### src/rtl/vip_pkg.sv
package vip_pkg;

  typedef enum logic [3:0] {
    ST_IDLE,
    ST_GRANT,
    ST_PUSH_PSW,
    ST_PUSH_PC,
    ST_FETCH_PC,
    ST_FETCH_PSW,
    ST_RTI_PC,
    ST_RTI_PSW,
    ST_DONE
  } ctrlState_t;

  typedef enum logic [2:0] {
    ADR_STK_PSW,
    ADR_STK_PC,
    ADR_VEC,
    ADR_VEC_HI,
    ADR_SP,
    ADR_SP_HI
  } addrSel_t;

  // strobes from the sequencer to the datapath
  typedef struct packed {
    logic     captureCtx;
    logic     captureRti;
    logic     captureVec;
    logic     useSpur;
    logic     timerClr;
    logic     timerRun;
    logic     loadPc;
    logic     loadPsw;
    logic     memReq;
    logic     memWrite;
    addrSel_t addrSel;
  } strobe_t;

endpackage

### src/rtl/vip_chain.sv
// Serial grant chain of one level: a slot that requests consumes the grant,
// a quiet slot passes it to the next position.
module vip_chain #(
  parameter int SLOTS = 4
) (
  input  logic             grantIn,
  input  logic [SLOTS-1:0] reqIn,
  output logic [SLOTS-1:0] grantOut
);
  logic [SLOTS-1:0] passIn;

  assign passIn[0] = grantIn;

  for (genvar k = 0; k < SLOTS; k++) begin : g_slot
    assign grantOut[k] = passIn[k] & reqIn[k];
    if (k < SLOTS - 1) begin : g_pass
      assign passIn[k+1] = passIn[k] & ~reqIn[k];
    end
  end
endmodule

### src/rtl/vip_arbiter.sv
// Wired level requests, strict priority comparison and highest-level pick.
module vip_arbiter #(
  parameter int LEVELS    = 4,
  parameter int SLOTS     = 4,
  parameter int PRIO_W    = 3,
  parameter int PRIO_BASE = 4,
  localparam int NSLOT    = LEVELS * SLOTS,
  localparam int LW       = (LEVELS > 1) ? $clog2(LEVELS) : 1
) (
  input  logic [NSLOT-1:0]  slotReq,
  input  logic [PRIO_W-1:0] pswPrio,
  output logic              anyEligible,
  output logic [LW-1:0]     winLevel
);
  logic [LEVELS-1:0] levelReq;
  logic [LEVELS-1:0] eligible;

  for (genvar l = 0; l < LEVELS; l++) begin : g_level
    assign levelReq[l] = |slotReq[l*SLOTS +: SLOTS];
    assign eligible[l] = levelReq[l] && ((PRIO_BASE + l) > int'(pswPrio));
  end

  always_comb begin
    anyEligible = 1'b0;
    winLevel    = '0;
    for (int l = 0; l < LEVELS; l++) begin
      if (eligible[l]) begin
        anyEligible = 1'b1;
        winLevel    = LW'(l);
      end
    end
  end
endmodule

### src/rtl/vip_ctrl.sv
// Sequencer: grant, stack push, vector fetch, return, context load.
module vip_ctrl
  import vip_pkg::*;
(
  input  logic    clk,
  input  logic    rstN,
  input  logic    cpuBoundary,
  input  logic    rtiReq,
  input  logic    anyEligible,
  input  logic    vecValid,
  input  logic    timeoutHit,
  input  logic    memAck,
  output strobe_t stb,
  output logic    grantActive,
  output logic    ctxLoad,
  output logic    busy
);
  ctrlState_t state, stateNext;

  always_ff @(posedge clk or negedge rstN) begin
    if (!rstN) state <= ST_IDLE;
    else       state <= stateNext;
  end

  always_comb begin
    stb       = '0;
    stateNext = state;
    unique case (state)
      ST_IDLE: begin
        if (rtiReq) begin
          stb.captureCtx = 1'b1;
          stb.captureRti = 1'b1;
          stateNext      = ST_RTI_PC;
        end else if (cpuBoundary && anyEligible) begin
          stb.captureCtx = 1'b1;
          stb.timerClr   = 1'b1;
          stateNext      = ST_GRANT;
        end
      end
      ST_GRANT: begin
        stb.timerRun = 1'b1;
        if (vecValid) begin
          stb.captureVec = 1'b1;
          stateNext      = ST_PUSH_PSW;
        end else if (timeoutHit) begin
          stb.captureVec = 1'b1;
          stb.useSpur    = 1'b1;
          stateNext      = ST_PUSH_PSW;
        end
      end
      ST_PUSH_PSW: begin
        stb.memReq   = 1'b1;
        stb.memWrite = 1'b1;
        stb.addrSel  = ADR_STK_PSW;
        if (memAck) stateNext = ST_PUSH_PC;
      end
      ST_PUSH_PC: begin
        stb.memReq   = 1'b1;
        stb.memWrite = 1'b1;
        stb.addrSel  = ADR_STK_PC;
        if (memAck) stateNext = ST_FETCH_PC;
      end
      ST_FETCH_PC: begin
        stb.memReq  = 1'b1;
        stb.addrSel = ADR_VEC;
        if (memAck) begin
          stb.loadPc = 1'b1;
          stateNext  = ST_FETCH_PSW;
        end
      end
      ST_FETCH_PSW: begin
        stb.memReq  = 1'b1;
        stb.addrSel = ADR_VEC_HI;
        if (memAck) begin
          stb.loadPsw = 1'b1;
          stateNext   = ST_DONE;
        end
      end
      ST_RTI_PC: begin
        stb.memReq  = 1'b1;
        stb.addrSel = ADR_SP;
        if (memAck) begin
          stb.loadPc = 1'b1;
          stateNext  = ST_RTI_PSW;
        end
      end
      ST_RTI_PSW: begin
        stb.memReq  = 1'b1;
        stb.addrSel = ADR_SP_HI;
        if (memAck) begin
          stb.loadPsw = 1'b1;
          stateNext   = ST_DONE;
        end
      end
      ST_DONE: stateNext = ST_IDLE;
      default: stateNext = ST_IDLE;
    endcase
  end

  assign grantActive = (state == ST_GRANT);
  assign ctxLoad     = (state == ST_DONE);
  assign busy        = (state != ST_IDLE);
endmodule

### src/rtl/vip_dpath.sv
// Context registers, vector capture, grant timer and memory port muxing.
module vip_dpath
  import vip_pkg::*;
#(
  parameter int             DW       = 16,
  parameter int             LW       = 2,
  parameter int             TIMEOUT  = 64,
  parameter logic [DW-1:0]  SPUR_VEC = 16'h0010,
  localparam int            TW       = $clog2(TIMEOUT + 1)
) (
  input  logic          clk,
  input  logic          rstN,
  input  strobe_t       stb,
  input  logic [DW-1:0] cpuPc,
  input  logic [DW-1:0] cpuPsw,
  input  logic [DW-1:0] cpuSp,
  input  logic [LW-1:0] winLevel,
  input  logic [DW-1:0] vecAddr,
  input  logic [DW-1:0] memRdata,
  output logic [LW-1:0] grantLevel,
  output logic          timeoutHit,
  output logic          spurFlag,
  output logic          memReq,
  output logic          memWrite,
  output logic [DW-1:0] memAddr,
  output logic [DW-1:0] memWdata,
  output logic [DW-1:0] newPc,
  output logic [DW-1:0] newPsw,
  output logic [DW-1:0] newSp
);
  localparam logic [DW-1:0] WORD  = DW'(2);
  localparam logic [DW-1:0] FRAME = DW'(4);

  logic [DW-1:0] savedPc, savedPsw, baseSp, vecReg, pcReg, pswReg;
  logic          rtiMode;
  logic [TW-1:0] timer;

  always_ff @(posedge clk or negedge rstN) begin
    if (!rstN) begin
      savedPc    <= '0;
      savedPsw   <= '0;
      baseSp     <= '0;
      rtiMode    <= 1'b0;
      grantLevel <= '0;
      timer      <= '0;
      vecReg     <= '0;
      spurFlag   <= 1'b0;
      pcReg      <= '0;
      pswReg     <= '0;
    end else begin
      if (stb.captureCtx) begin
        savedPc    <= cpuPc;
        savedPsw   <= cpuPsw;
        baseSp     <= cpuSp;
        rtiMode    <= stb.captureRti;
        grantLevel <= winLevel;
      end
      if (stb.timerClr)
        timer <= '0;
      else if (stb.timerRun && !timeoutHit)
        timer <= timer + TW'(1);
      if (stb.captureVec)
        vecReg <= stb.useSpur ? SPUR_VEC : {vecAddr[DW-1:2], 2'b00};
      spurFlag <= stb.captureVec && stb.useSpur;
      if (stb.loadPc)  pcReg  <= memRdata;
      if (stb.loadPsw) pswReg <= memRdata;
    end
  end

  assign timeoutHit = (timer == TW'(TIMEOUT - 1));

  always_comb begin
    memWdata = savedPsw;
    unique case (stb.addrSel)
      ADR_STK_PSW: memAddr = baseSp - WORD;
      ADR_STK_PC: begin
        memAddr  = baseSp - FRAME;
        memWdata = savedPc;
      end
      ADR_VEC:    memAddr = vecReg;
      ADR_VEC_HI: memAddr = vecReg + WORD;
      ADR_SP:     memAddr = baseSp;
      ADR_SP_HI:  memAddr = baseSp + WORD;
      default:    memAddr = baseSp;
    endcase
  end

  assign memReq   = stb.memReq;
  assign memWrite = stb.memWrite;
  assign newPc    = pcReg;
  assign newPsw   = pswReg;
  assign newSp    = rtiMode ? (baseSp + FRAME) : (baseSp - FRAME);
endmodule

### src/rtl/vec_irq_unit.sv
module vec_irq_unit
  import vip_pkg::*;
#(
  parameter int            DW        = 16,
  parameter int            LEVELS    = 4,
  parameter int            SLOTS     = 4,
  parameter int            PRIO_LSB  = 5,
  parameter int            PRIO_W    = 3,
  parameter int            PRIO_BASE = 4,
  parameter int            TIMEOUT   = 64,
  parameter logic [DW-1:0] SPUR_VEC  = 16'h0010,
  localparam int           NSLOT     = LEVELS * SLOTS,
  localparam int           LW        = (LEVELS > 1) ? $clog2(LEVELS) : 1
) (
  input  logic             clk,
  input  logic             rstN,
  input  logic             cpuBoundary,
  input  logic             rtiReq,
  input  logic [DW-1:0]    cpuPc,
  input  logic [DW-1:0]    cpuPsw,
  input  logic [DW-1:0]    cpuSp,
  input  logic [NSLOT-1:0] slotReq,
  output logic [NSLOT-1:0] slotGrant,
  input  logic             vecValid,
  input  logic [DW-1:0]    vecAddr,
  output logic             memReq,
  output logic             memWrite,
  output logic [DW-1:0]    memAddr,
  output logic [DW-1:0]    memWdata,
  input  logic             memAck,
  input  logic [DW-1:0]    memRdata,
  output logic             ctxLoad,
  output logic [DW-1:0]    newPc,
  output logic [DW-1:0]    newPsw,
  output logic [DW-1:0]    newSp,
  output logic             spuriousEvt,
  output logic             busy
);
  strobe_t       stb;
  logic          anyEligible, timeoutHit, grantActive;
  logic [LW-1:0] winLevel, grantLevel;

  vip_arbiter #(
    .LEVELS(LEVELS), .SLOTS(SLOTS), .PRIO_W(PRIO_W), .PRIO_BASE(PRIO_BASE)
  ) u_arb (
    .slotReq    (slotReq),
    .pswPrio    (cpuPsw[PRIO_LSB +: PRIO_W]),
    .anyEligible(anyEligible),
    .winLevel   (winLevel)
  );

  vip_ctrl u_ctrl (
    .clk        (clk),
    .rstN       (rstN),
    .cpuBoundary(cpuBoundary),
    .rtiReq     (rtiReq),
    .anyEligible(anyEligible),
    .vecValid   (vecValid),
    .timeoutHit (timeoutHit),
    .memAck     (memAck),
    .stb        (stb),
    .grantActive(grantActive),
    .ctxLoad    (ctxLoad),
    .busy       (busy)
  );

  vip_dpath #(
    .DW(DW), .LW(LW), .TIMEOUT(TIMEOUT), .SPUR_VEC(SPUR_VEC)
  ) u_dp (
    .clk       (clk),
    .rstN      (rstN),
    .stb       (stb),
    .cpuPc     (cpuPc),
    .cpuPsw    (cpuPsw),
    .cpuSp     (cpuSp),
    .winLevel  (winLevel),
    .vecAddr   (vecAddr),
    .memRdata  (memRdata),
    .grantLevel(grantLevel),
    .timeoutHit(timeoutHit),
    .spurFlag  (spuriousEvt),
    .memReq    (memReq),
    .memWrite  (memWrite),
    .memAddr   (memAddr),
    .memWdata  (memWdata),
    .newPc     (newPc),
    .newPsw    (newPsw),
    .newSp     (newSp)
  );

  for (genvar l = 0; l < LEVELS; l++) begin : g_chain
    logic levelGrant;
    assign levelGrant = grantActive && (grantLevel == LW'(l));
    vip_chain #(.SLOTS(SLOTS)) u_chain (
      .grantIn (levelGrant),
      .reqIn   (slotReq[l*SLOTS +: SLOTS]),
      .grantOut(slotGrant[l*SLOTS +: SLOTS])
    );
  end
endmodule

### config.mk
export PLATFORM = sky130hd
export DESIGN_NAME = vec_irq_unit
export DESIGN_NICKNAME = d
export VERILOG_FILES = /design/src/rtl/vip_pkg.sv /design/src/rtl/vip_chain.sv /design/src/rtl/vip_arbiter.sv /design/src/rtl/vip_ctrl.sv /design/src/rtl/vip_dpath.sv /design/src/rtl/vec_irq_unit.sv
export SDC_FILE = /design/constraint.sdc
export NUM_CORES = 1
export LEC_CHECK = 0
export BUFFER_PORTS_ARGS = -buffer_cell sky130_fd_sc_hd__buf_2
export CAP_MARGIN = 0
export CORE_UTILIZATION = 50
export CTS_CLUSTER_SIZE = 40
export DETAILED_ROUTE_END_ITERATION = 8
export PLACE_DENSITY = 0.82
export SLEW_MARGIN = 15
export SYNTH_ARGS = -nofsm -noshare
export SYNTH_HDL_FRONTEND = slang
export SYNTH_SLANG_ARGS = --single-unit
### constraint.sdc
create_clock -name clk -period 7 [get_ports clk]
set_clock_uncertainty 0.15 [all_clocks]
set_input_delay 0.35 -clock clk [delete_from_list [all_inputs] [get_ports clk]]
set_output_delay 0.35 -clock clk [all_outputs]
set_load 0.005 [all_outputs]
; Yosys cells after proc, flatten, opt, wreduce, memory -nomap -nowiden
; Cells that the tools add are included.
[op_classes]
add_sub_neg = 6
mul = 0
n_div = 0
order_cmp = 4
eq_ne = 23
n_shift = 0
mux = 40
bitwise = 40
reduce_logical = 26
[op_table]
columns = operator, count
row1 = case mux 16 bit (5 select lines), 1
row2 = two-way mux 16 bit, 3
row3 = two-way mux 4 bit, 9
row4 = "adder 16 x 2 -> 16 bit, second input constant", 2
row5 = bitwise AND 1 bit, 28
row6 = case mux 4 bit (7 select lines), 1
row7 = two-way mux 1 bit, 18
row8 = "adder 16 x 3 -> 16 bit, second input constant", 1
row9 = "equality test 4 x 3 -> 1 bit, second input constant", 4
row10 = OR reduction 4 bit, 4
row11 = "subtractor 16 x 2 -> 16 bit, second input constant", 1
row12 = "subtractor 16 x 3 -> 16 bit, second input constant", 1
row13 = case mux 3 bit (5 select lines), 1
row14 = two-way mux 7 bit, 2
row15 = "> comparator 3 bit, first input constant", 4
row16 = NOT 1 bit, 12
row17 = logical AND 1 bit, 11
row18 = two-way mux 2 bit, 5
row19 = "equality test 4 x 2 -> 1 bit, second input constant", 2
row20 = "!= test 2 bit, second input constant", 4
row21 = "adder 7 x 1 -> 7 bit, second input constant", 1
row22 = "equality test 7 x 6 -> 1 bit, second input constant", 1
row23 = AND reduction 7 bit, 1
row24 = "equality test 3 x 2 -> 1 bit, second input constant", 2
row25 = 16 further kinds, 20
[word_totals]
register_bits = 111
latch_bits = 0
ram_bits = 0
rom_bits = 0
input_bits = 102
output_inout_bits = 101
elab_cells = 150
memories = 0

; Longest topological paths before layout
; Gate-level depths: netlist of run 1.
[depth]
word_depth = 11
mapped_depth = 12

; Hierarchy
; From an unflattened synthesis of run 1, not the netlist that was laid out.
[unflattened]
cells_unflattened = 693
hier_area_um2 = 6791.5
[by_module_without_submodules]
columns = mod, instances, cells_each, area_each_um2, seq_area_each_um2
row1 = vip_dpath, 1, 606, 6023.3, 2627.5
row2 = vip_ctrl, 1, 48, 387.9, 100.1
row3 = vip_chain, 4, 6, 60.1, 0.0
row4 = vip_arbiter, 1, 11, 102.6, 0.0
row5 = vec_irq_unit, 1, 4, 37.5, 0.0

; Worst setup path before layout of run 1
; OpenSTA, ideal clock, no wires.
[synth_timing]
path_kind = reg2out
startpoint = reg u_ctrl.state[1]
endpoint = out memAddr[15]
t_arrival_ps = 2620
required_time_ps = 6500
slack_ps = 3880
path_stages_with_launch = 12
path_buffers = 2
path_cell_list = dfrtp_1 -> clkbuf_1 -> nand4b_1 -> clkbuf_1 -> o21ai_0 -> ha_1 -> nand3_1 -> nor4_1 -> nor2_1 -> nor3_1 -> xnor2_1 -> a22o_1
[synth_between]
elab_chain_cells = 4
word_cells_on_any_way = 12
[synth_lines]
columns = element, line
row1 = "start, declared", vip_ctrl.sv:18  ; ctrlState_t state, stateNext;
row2 = "start signal, assigned", vip_ctrl.sv:22  ; else state <= stateNext;
row3 = equality test 4 x 3 -> 1 bit / equality test 4 x 2 -> 1 bit (equally long branches), vip_ctrl.sv:28  ; unique case (state)
row4 = case mux 3 bit (5 select lines) (*), vip_ctrl.sv:28
row5 = equality test 3 bit (tied with other cells), vip_dpath.sv:74  ; unique case (stb.addrSel)
row6 = case mux 16 bit (5 select lines) (*), vip_dpath.sv:74
row7 = "end, declared", vec_irq_unit.sv:28  ; output logic [DW-1:0] memAddr,
; Every way passes the cells marked *; elsewhere a longest branch is shown, timed or not.

; Final worst setup path of run 1
; Same ends and word-level chain as after synthesis.

==> results.sh, run 1 <==
export IMPL_boundaryPins=203
export IMPL_synth_xor_area_share_pct=4.655
export IMPL_dp_hpwl_um=12200
export IMPL_slew_headroom_pct=25.22
export IMPL_core_mm2=0.01226
export IMPL_muxShareOfSynthArea_pct=15.69
export IMPL_drive_gt1_share_pct=36.94
export IMPL_fin_ws_ns=2.271
export IMPL_antenna_found_initial=0
export IMPL_grt_max_degree=83
export IMPL_via_per_inst=5.712
export IMPL_dp_cells=993
export IMPL_dr_pass1_iters=5
export IMPL_multi_input_area_mm2=0.003407
export IMPL_worstPathRequired_ns=6.50
export IMPL_place_ws_ns=2.700
export IMPL_cts_tree="yes"
export IMPL_slew_viol_final=0
export IMPL_grt_pass1_vias=5547
export IMPL_setup_worst_path_class="flop to primary output"
export IMPL_postCtsSetupBuffers=0
export IMPL_die_h_um=115.1
export IMPL_hold_path_class="primary input to flop"
export IMPL_vias=5769
export IMPL_tns_ns=0
export IMPL_routed_wl_um=16490
export IMPL_syn_area_per_cell_um2=9.563
export IMPL_clk_pin_slew_ns=0.08
export IMPL_diodes=0
export IMPL_place_congestion=0.9560
export IMPL_syn_cell_area_mm2=0.006397
export IMPL_nNetsFinal=945
export IMPL_clock_sinks=109
export IMPL_cts_root_buf="clkbuf_16"
export IMPL_grtUsageTotal_pct=25.99
export IMPL_setup_violations=0
export IMPL_drt_iter0_drc=497
export IMPL_crit_arrival_ns=4.23
export IMPL_max_vdd_ir_drop_mv=0.2730
export IMPL_area_growth_pct=21.30
export IMPL_ant_nets=0
export IMPL_ys_seq_elements=109
export IMPL_die_area_mm2=0.01325
export IMPL_rsz0062_at_grt="no"
export IMPL_final_common_cell="buf_2"
export IMPL_synthSimpleGateAreaFrac_pct=17.86
export IMPL_ctsResizeCount=0
export IMPL_place_area_mm2=0.007438
export IMPL_synth_cells=669
export IMPL_dieWidth_um=115.1
export IMPL_portBuffers=200
export IMPL_p_leak_nw=3.669
export IMPL_status="finished clean"
export IMPL_end_kind="primary output"
export IMPL_post_drt_wl_per_cell_um=16.33
export IMPL_synth_fp_nets=777
export IMPL_route_detailed_drc=0
export IMPL_fill_cells=1056
export IMPL_synth_fa_ha_area_share_pct=1.173
export IMPL_h_tree_depth=3
export IMPL_synth_cell_types=66
export IMPL_clk_latency_ns=0.36
export IMPL_start_util_pct=52.17
export IMPL_min_period_ns=4.729
export IMPL_timing_final_crit_share_pct=67.56
export IMPL_postLayoutCellArea_mm2=0.007760
export IMPL_regArea_mm2=0.002728
export IMPL_layout_cells_most_common_list="buf_2 (199), dfrtp_1 (109), nand2_1 (83), mux2_2 (82), nor2_1 (63)"
export IMPL_rows=40
export IMPL_instances_no_fill=1010
export IMPL_cp_start_kind="flop"
export IMPL_clockBufferDepth=2
export IMPL_seq_area_frac_synth_pct=42.64
export IMPL_synth_warnings=0
export IMPL_synth_compound_area_share_pct=13.63
export IMPL_tightest_slew_ns=1.122
export IMPL_grt_pass1_wl_um=26920
export IMPL_synth_top_family_by_area="simple AND/OR/NAND/NOR gates"
export IMPL_numCtsBuffers=9
export IMPL_powerDensity_mw_per_mm2=468.5
export IMPL_cp_max_fo=28
export IMPL_max_cap_violations=0
export IMPL_async_flop_share_pct=100.0
export IMPL_grt_ovfl_total=0
export IMPL_ys_flop_type="dfrtp_1"
export IMPL_fmax_mhz=211.5
export IMPL_power_total_mw=3.635
export IMPL_finalHoldViolCount=0
export IMPL_synth_edf_count=0
-- what timing repair did --
| item | 4_1_cts | 5_1_grt |
|---|---|---|
| hold buffers | 1 | 0 |
| endpoints found under the hold margin | 27 | 0 |
| endpoints found under the setup margin | 0 | 0 |
-- state kept, by name, summed over array words and instances (netlist names) --
name	count
u_ctrl.state	4
u_dp.baseSp	16
u_dp.grantLevel	2
u_dp.newPc	16
u_dp.newPsw	16
u_dp.rtiMode	1
u_dp.savedPc	16
u_dp.savedPsw	16
u_dp.spurFlag	1
u_dp.timer	7
u_dp.vecReg	14
-- through the flow --
step                utilization [%]  hold WS (ns)
floorplan                         -      -0.09559
global placement              60.66        0.1433
detailed placement            60.66        0.1427
CTS                           63.29       0.01634
global route                  63.29       0.02850
finish                        63.29       0.02804
-- worst paths after layout --
| kind | startpoint | endpoint | slack [ns] | cells after the start |
|---|---|---|---|---|
| max | u_ctrl.state[1] | memAddr[15] | 2.27 | 10 |
| min | vecValid | u_dp.spurFlag | 0.03 | 2 |
| max reg2reg | u_ctrl.state[2] | u_dp.newPsw[15] | 3.81 | 4 |
| min reg2reg | u_dp.newPc[2] | u_dp.newPc[2] | 0.35 | 1 |
| max in group asynchronous | rstN | u_dp.savedPc[5] | 5.09 | 3 |
| min in group asynchronous | rstN | u_dp.vecReg[11] | 0.30 | 2 |
-- worst max-delay path, stage by stage (launching register included) --
cell and delay, ns:
dfrtp_1 0.94, nand4b_1 0.68, o21ai_0 0.43, ha_1 0.28, nand3_1 0.18, nor4_1 0.45
nor2_1 0.16, nor3_1 0.29, xnor2_1 0.10, a22o_1 0.23, buf_2 0.13
-- metal layers --
| metal | up-vias | global-route usage (%) | part of all wire, % |
|---|---|---|---|
| met5 | - | 0 | 0 |
| met4 | 0 | 8.571 | 2.3 |
| met3 | 37 | 8.645 | 8.4 |
| met2 | 248 | 43.57 | 49 |
| met1 | 2762 | 31.53 | 40 |
| li1 | 2722 | - | - |
-- Yosys cell counts, drive strengths merged, types with 3 or more instances --
cell type	instances	area share, %
a21o	5	0.59
a21oi	25	2.0
a22o	15	2.1
a31oi	6	0.59
and2	8	0.78
and3	9	0.88
buf	19	1.8
clkbuf	30	1.8
dfrtp	109	43
ha	6	1.2
inv	14	0.82
mux2	82	14
mux2i	8	1.3
nand2	83	4.9
nand2b	3	0.29
nand3	18	1.4
nand4	4	0.39
nor2	63	3.7
nor2b	4	0.39
nor3	22	2.0
nor3b	4	0.47
nor4	5	0.49
nor4b	4	0.55
o211ai	6	0.70
o21a	4	0.47
o21ai	31	2.5
o22ai	8	0.78
o31ai	4	0.47
xnor2	18	2.5
xor2	16	2.2
-- kinds of logic (layout without fill, tap and decap cells) --
logic type	after synthesis	in the layout
muxes	90	90
buffers and inverters	63	236
DFF	109	109
xor gates and xnor gates	34	34
and+or+nand+nor	238	238
adders and majority gates	6	6
AOI/OAI and AO/OA	129	129
-- final cells by class --
| type | count | share of cell area (%) |
|---|---|---|
| timing repair buffer | 206 | 13.54 |
| multi-input combinational | 497 | 43.91 |
| inverter | 14 | 0.6772 |
| clock buffer | 10 | 3.080 |
| sequential | 109 | 35.15 |
| clock inverter | 6 | 0.9352 |
| tap | 168 | 2.709 |
-- power by group --
part,total (mW),leakage [nW],internal (mW),switching [mW]
logic,1.77,2.21,0.907,0.864
registers,1.34,1.31,0.940,0.401
clock network,0.524,0.153,0.265,0.259
No activity file was read; power rests on OpenSTA's default activity.
==> run 2, diff against run 1 <==
- ABC_AREA: unset -> 1
- CORE_UTILIZATION: 50 -> 47
- PLACE_DENSITY: 0.82 -> 0.8
- clock period: 7 -> 4 ns (I/O delays scaled with it)
==> run 2 against run 1 <==
Effect of this change:
- die area grew 11%
- clock power rose by 68%
- wire length grew 36%
- cell area up 14%
- core utilization is 0.60 points higher
- cell count grew 41%
- via count grew 30%
- first-iteration DRC count increased by 45%
- critical path depth increased by 3
- critical endpoint is now memAddr[11]
- synthesized area is 4.9% higher
==> results.sh, run 2 <==
export IMPL_status="finished clean"
export IMPL_grt_pass1_wl_um=35460
export IMPL_power_clock_fraction_pct=14.0
export IMPL_layout_cells_most_common_list="nand2_1 (351), buf_2 (199), inv_1 (114), dfrtp_1 (109), o21ai_0 (95)"
export IMPL_via_per_inst=5.284
export IMPL_p_int_mw=3.303
export IMPL_cts_tree="yes"
export IMPL_setup_worst_path_class="flop to primary output"
export IMPL_p_leak_nw=4.705
export IMPL_synth_xor_area_share_pct=2.349
export IMPL_tightest_slew_ns=1.049
export IMPL_finalHoldViolCount=0
export IMPL_cp_common_cell="inv_1"
export IMPL_fin_util_pct=63.89
export IMPL_final_common_cell="nand2_1"
export IMPL_yosysMostFrequentCell="nand2_1"
export IMPL_power_frac_comb_pct=53.6
export IMPL_die_h_um=121.5
export IMPL_numCtsBuffers=9
export IMPL_antenna_found_initial=2
export IMPL_grtUsageTotal_pct=31.20
export IMPL_async_flop_share_pct=100.0
export IMPL_dp_hpwl_um=15490
export IMPL_min_period_ns=3.104
export IMPL_r2r_end="u_dp.grantLevel[0]"
export IMPL_synth_warnings=0
export IMPL_start_util_pct=48.36
export IMPL_powerDensity_mw_per_mm2=712.5
export IMPL_place_ws_ns=1.309
export IMPL_clk_pin_slew_ns=0.08
export IMPL_drive_gt1_share_pct=20.45
export IMPL_synth_cells=980
export IMPL_portBuffers=200
export IMPL_ff2ff_path_depth=7
export IMPL_hp_start="cpuPsw[5]"
export IMPL_tns_ns=0
export IMPL_routed_wl_um=22440
export IMPL_dieWidth_um=121.5
export IMPL_netlist_top_cells_count="nand2_1 (351), inv_1 (114), dfrtp_1 (109)"
export IMPL_grt_ovfl_total=0
export IMPL_max_cap_violations=0
export IMPL_clock_sinks=109
export IMPL_clockBufferDepth=2
export IMPL_end_kind="primary output"
export IMPL_vias=7524
export IMPL_power_total_mw=6.318
export IMPL_synth_fp_nets=1088
export IMPL_ant_nets=0
export IMPL_core_mm2=0.01388
export IMPL_postLayoutCellArea_mm2=0.008869
export IMPL_regArea_mm2=0.002728
export IMPL_syn_area_per_cell_um2=6.850
export IMPL_max_vdd_ir_drop_mv=0.4311
export IMPL_cts_root_buf="clkbuf_16"
export IMPL_area_growth_pct=32.12
export IMPL_ctsResizeCount=0
export IMPL_slew_viol_final=0
export IMPL_cp_start_kind="flop"
export IMPL_post_drt_wl_per_cell_um=15.76
export IMPL_synth_edf_count=0
export IMPL_r2r_start="u_ctrl.state[1]"
export IMPL_synth_fa_ha_area_share_pct=1.118
export IMPL_synth_top_area_share_pct=40.63
export IMPL_timing_final_crit_share_pct=77.60
export IMPL_synthSimpleGateAreaFrac_pct=33.92
export IMPL_synth_compound_area_share_pct=12.23
export IMPL_rsz0062_at_grt="no"
export IMPL_cp_max_fo=15
export IMPL_seq_area_frac_synth_pct=40.63
export IMPL_dr_pass1_iters=5
export IMPL_grt_max_degree=67
export IMPL_hold_path_class="primary input to flop"
export IMPL_rows=43
export IMPL_critPathTopFamily="simple AND/OR/NAND/NOR gates"
export IMPL_critPathMaxStageDelay_ns=0.44
export IMPL_fmax_mhz=322.2
export IMPL_multi_input_area_mm2=0.003331
export IMPL_slew_headroom_pct=29.93
export IMPL_whs_path_depth=3
export IMPL_p_sw_mw=3.015
export IMPL_drt_iter0_drc=721
export IMPL_place_area_mm2=0.007790
export IMPL_synth_cell_types=40
export IMPL_path_cells="inv_1 > nand2_2 > nor2_4 > nand2_1 > inv_1 > ha_1 > nand3_2 > inv_1 > nand3_1 > nand2_1 > nand3_1 > a21oi_1 > buf_2"
export IMPL_synth_top_area_cell="dfrtp_1"
export IMPL_fin_ws_ns=0.8959
export IMPL_rrSetupSlack_ns=1.25
export IMPL_grt_pass1_vias=7321
export IMPL_h_tree_depth=3
export IMPL_boundaryPins=203
export IMPL_place_congestion=0.9258
export IMPL_ys_flop_type="dfrtp_1"
export IMPL_route_detailed_drc=0
export IMPL_path_buf_inv=4
export IMPL_power_switching_share_pct=47.72
export IMPL_clk_latency_ns=0.36
export IMPL_synth_top_family_by_area="simple AND/OR/NAND/NOR gates"
export IMPL_muxShareOfSynthArea_pct=0
export IMPL_setup_violations=0
export IMPL_hold_end="u_dp.savedPsw[5]"
export IMPL_die_area_mm2=0.01476
export IMPL_nNetsFinal=1345
export IMPL_p_seq_share_pct=32.5
export IMPL_ys_seq_elements=109
export IMPL_ys_top_cells_by_area="dfrtp_1 (41%), nand2_1 (20%), o21ai_0 (7.1%), inv_1 (6.4%), nand3_1 (4.7%)"
export IMPL_cp_slowest_cell="dfrtp_1"
export IMPL_worstPathRequired_ns=3.65
export IMPL_fill_cells=1218
export IMPL_syn_cell_area_mm2=0.006713
export IMPL_crit_arrival_ns=2.75
run 2: changes by cell type after synthesis, sizes merged, moves of 7 or more:
| cell | delta |
|---|---|
| nand3 | +46 |
| xnor2 | -16 |
| o21ai | +79 |
| nand4 | +13 |
| nand2 | +277 |
| inv | +107 |
| mux2 | -82 |
| and3 | -9 |
| a22o | -15 |
| clkbuf | -7 |
| mux2i | -8 |
| a21oi | -14 |
| and2 | -8 |
run 2: stage by stage:
stage,instances,hold slack (ns)
final,1424,0.001704
after global routing,1424,0.04611
after CTS,1422,0.002193
after detailed placement,1327,0.1616
after global placement,1327,0.1587
after floorplan,980,-0.2456
run 2: area by class of cell:
| type | instances | area share [%] |
|---|---|---|
| clock inverters | 5 | 0.4515 |
| clock buffers | 11 | 2.737 |
| multi-input cells | 709 | 37.56 |
| well taps | 180 | 2.540 |
| diodes | 2 | 0.05643 |
| inverters | 124 | 5.248 |
| flip-flops and latches | 109 | 30.76 |
| repair buffers | 284 | 20.65 |
run 2: worst max-delay path by stage:
stage	from	end	slack, ns	depth (start not counted)
6_report	u_ctrl.state[3]	memAddr[11]	0.90	13
4_1_cts	u_ctrl.state[3]	memAddr[11]	0.96	13
3_5_place_dp	u_ctrl.state[1]	u_dp.grantLevel[0]	1.31	7
2_1_floorplan	u_ctrl.state[3]	memAddr[11]	1.86	13
3_3_place_gp	u_ctrl.state[3]	memAddr[11]	1.36	13
5_1_grt	u_ctrl.state[3]	memAddr[11]	0.63	13
run 2: repair_timing:
action | 4_1_cts | 5_1_grt
hold buffers | 79 | 0
buffers inserted | 0 | 0
hold endpoints to repair | 150 | 0
run 2: power by group through the flow:
| stage | clock network (mW) | logic, mW | registers (mW) |
|---|---|---|---|
| 2_1_floorplan | 0 | 2.14 | 1.90 |
| 3_3_place_gp | 0 | 3.16 | 2.03 |
| 3_5_place_dp | 0 | 3.25 | 2.03 |
| 4_1_cts | 0.888 | 3.31 | 2.03 |
| 5_1_grt | 0.928 | 3.79 | 2.12 |
| 6_report | 0.881 | 3.39 | 2.05 |
run 2: cell families (layout without fill, tap and decap cells):
logic type | count (synthesis) | after routing
xor gates and xnor gates | 18 | 18
AOI/OAI and AO/OA | 149 | 149
and+or+nand+nor | 536 | 536
DFF | 109 | 109
adders and majority gates | 6 | 6
other | 0 | 2
buffers and inverters | 162 | 424
run 2: metal layers:
layer	wire length, um	part of all wire, %	vias to the layer above	track usage [%]
met1	8857	39	3476	37.44
met2	11150	50	356	53.34
met4	735	3.3	0	14.89
met3	1705	7.6	63	6.391
li1	-	-	3629	-
met5	0	0	-	0
run 2: worst min-delay path: stages:
cell     delay [ns]
buf_2          0.10
inv_1          0.07
o21ai_0        0.09
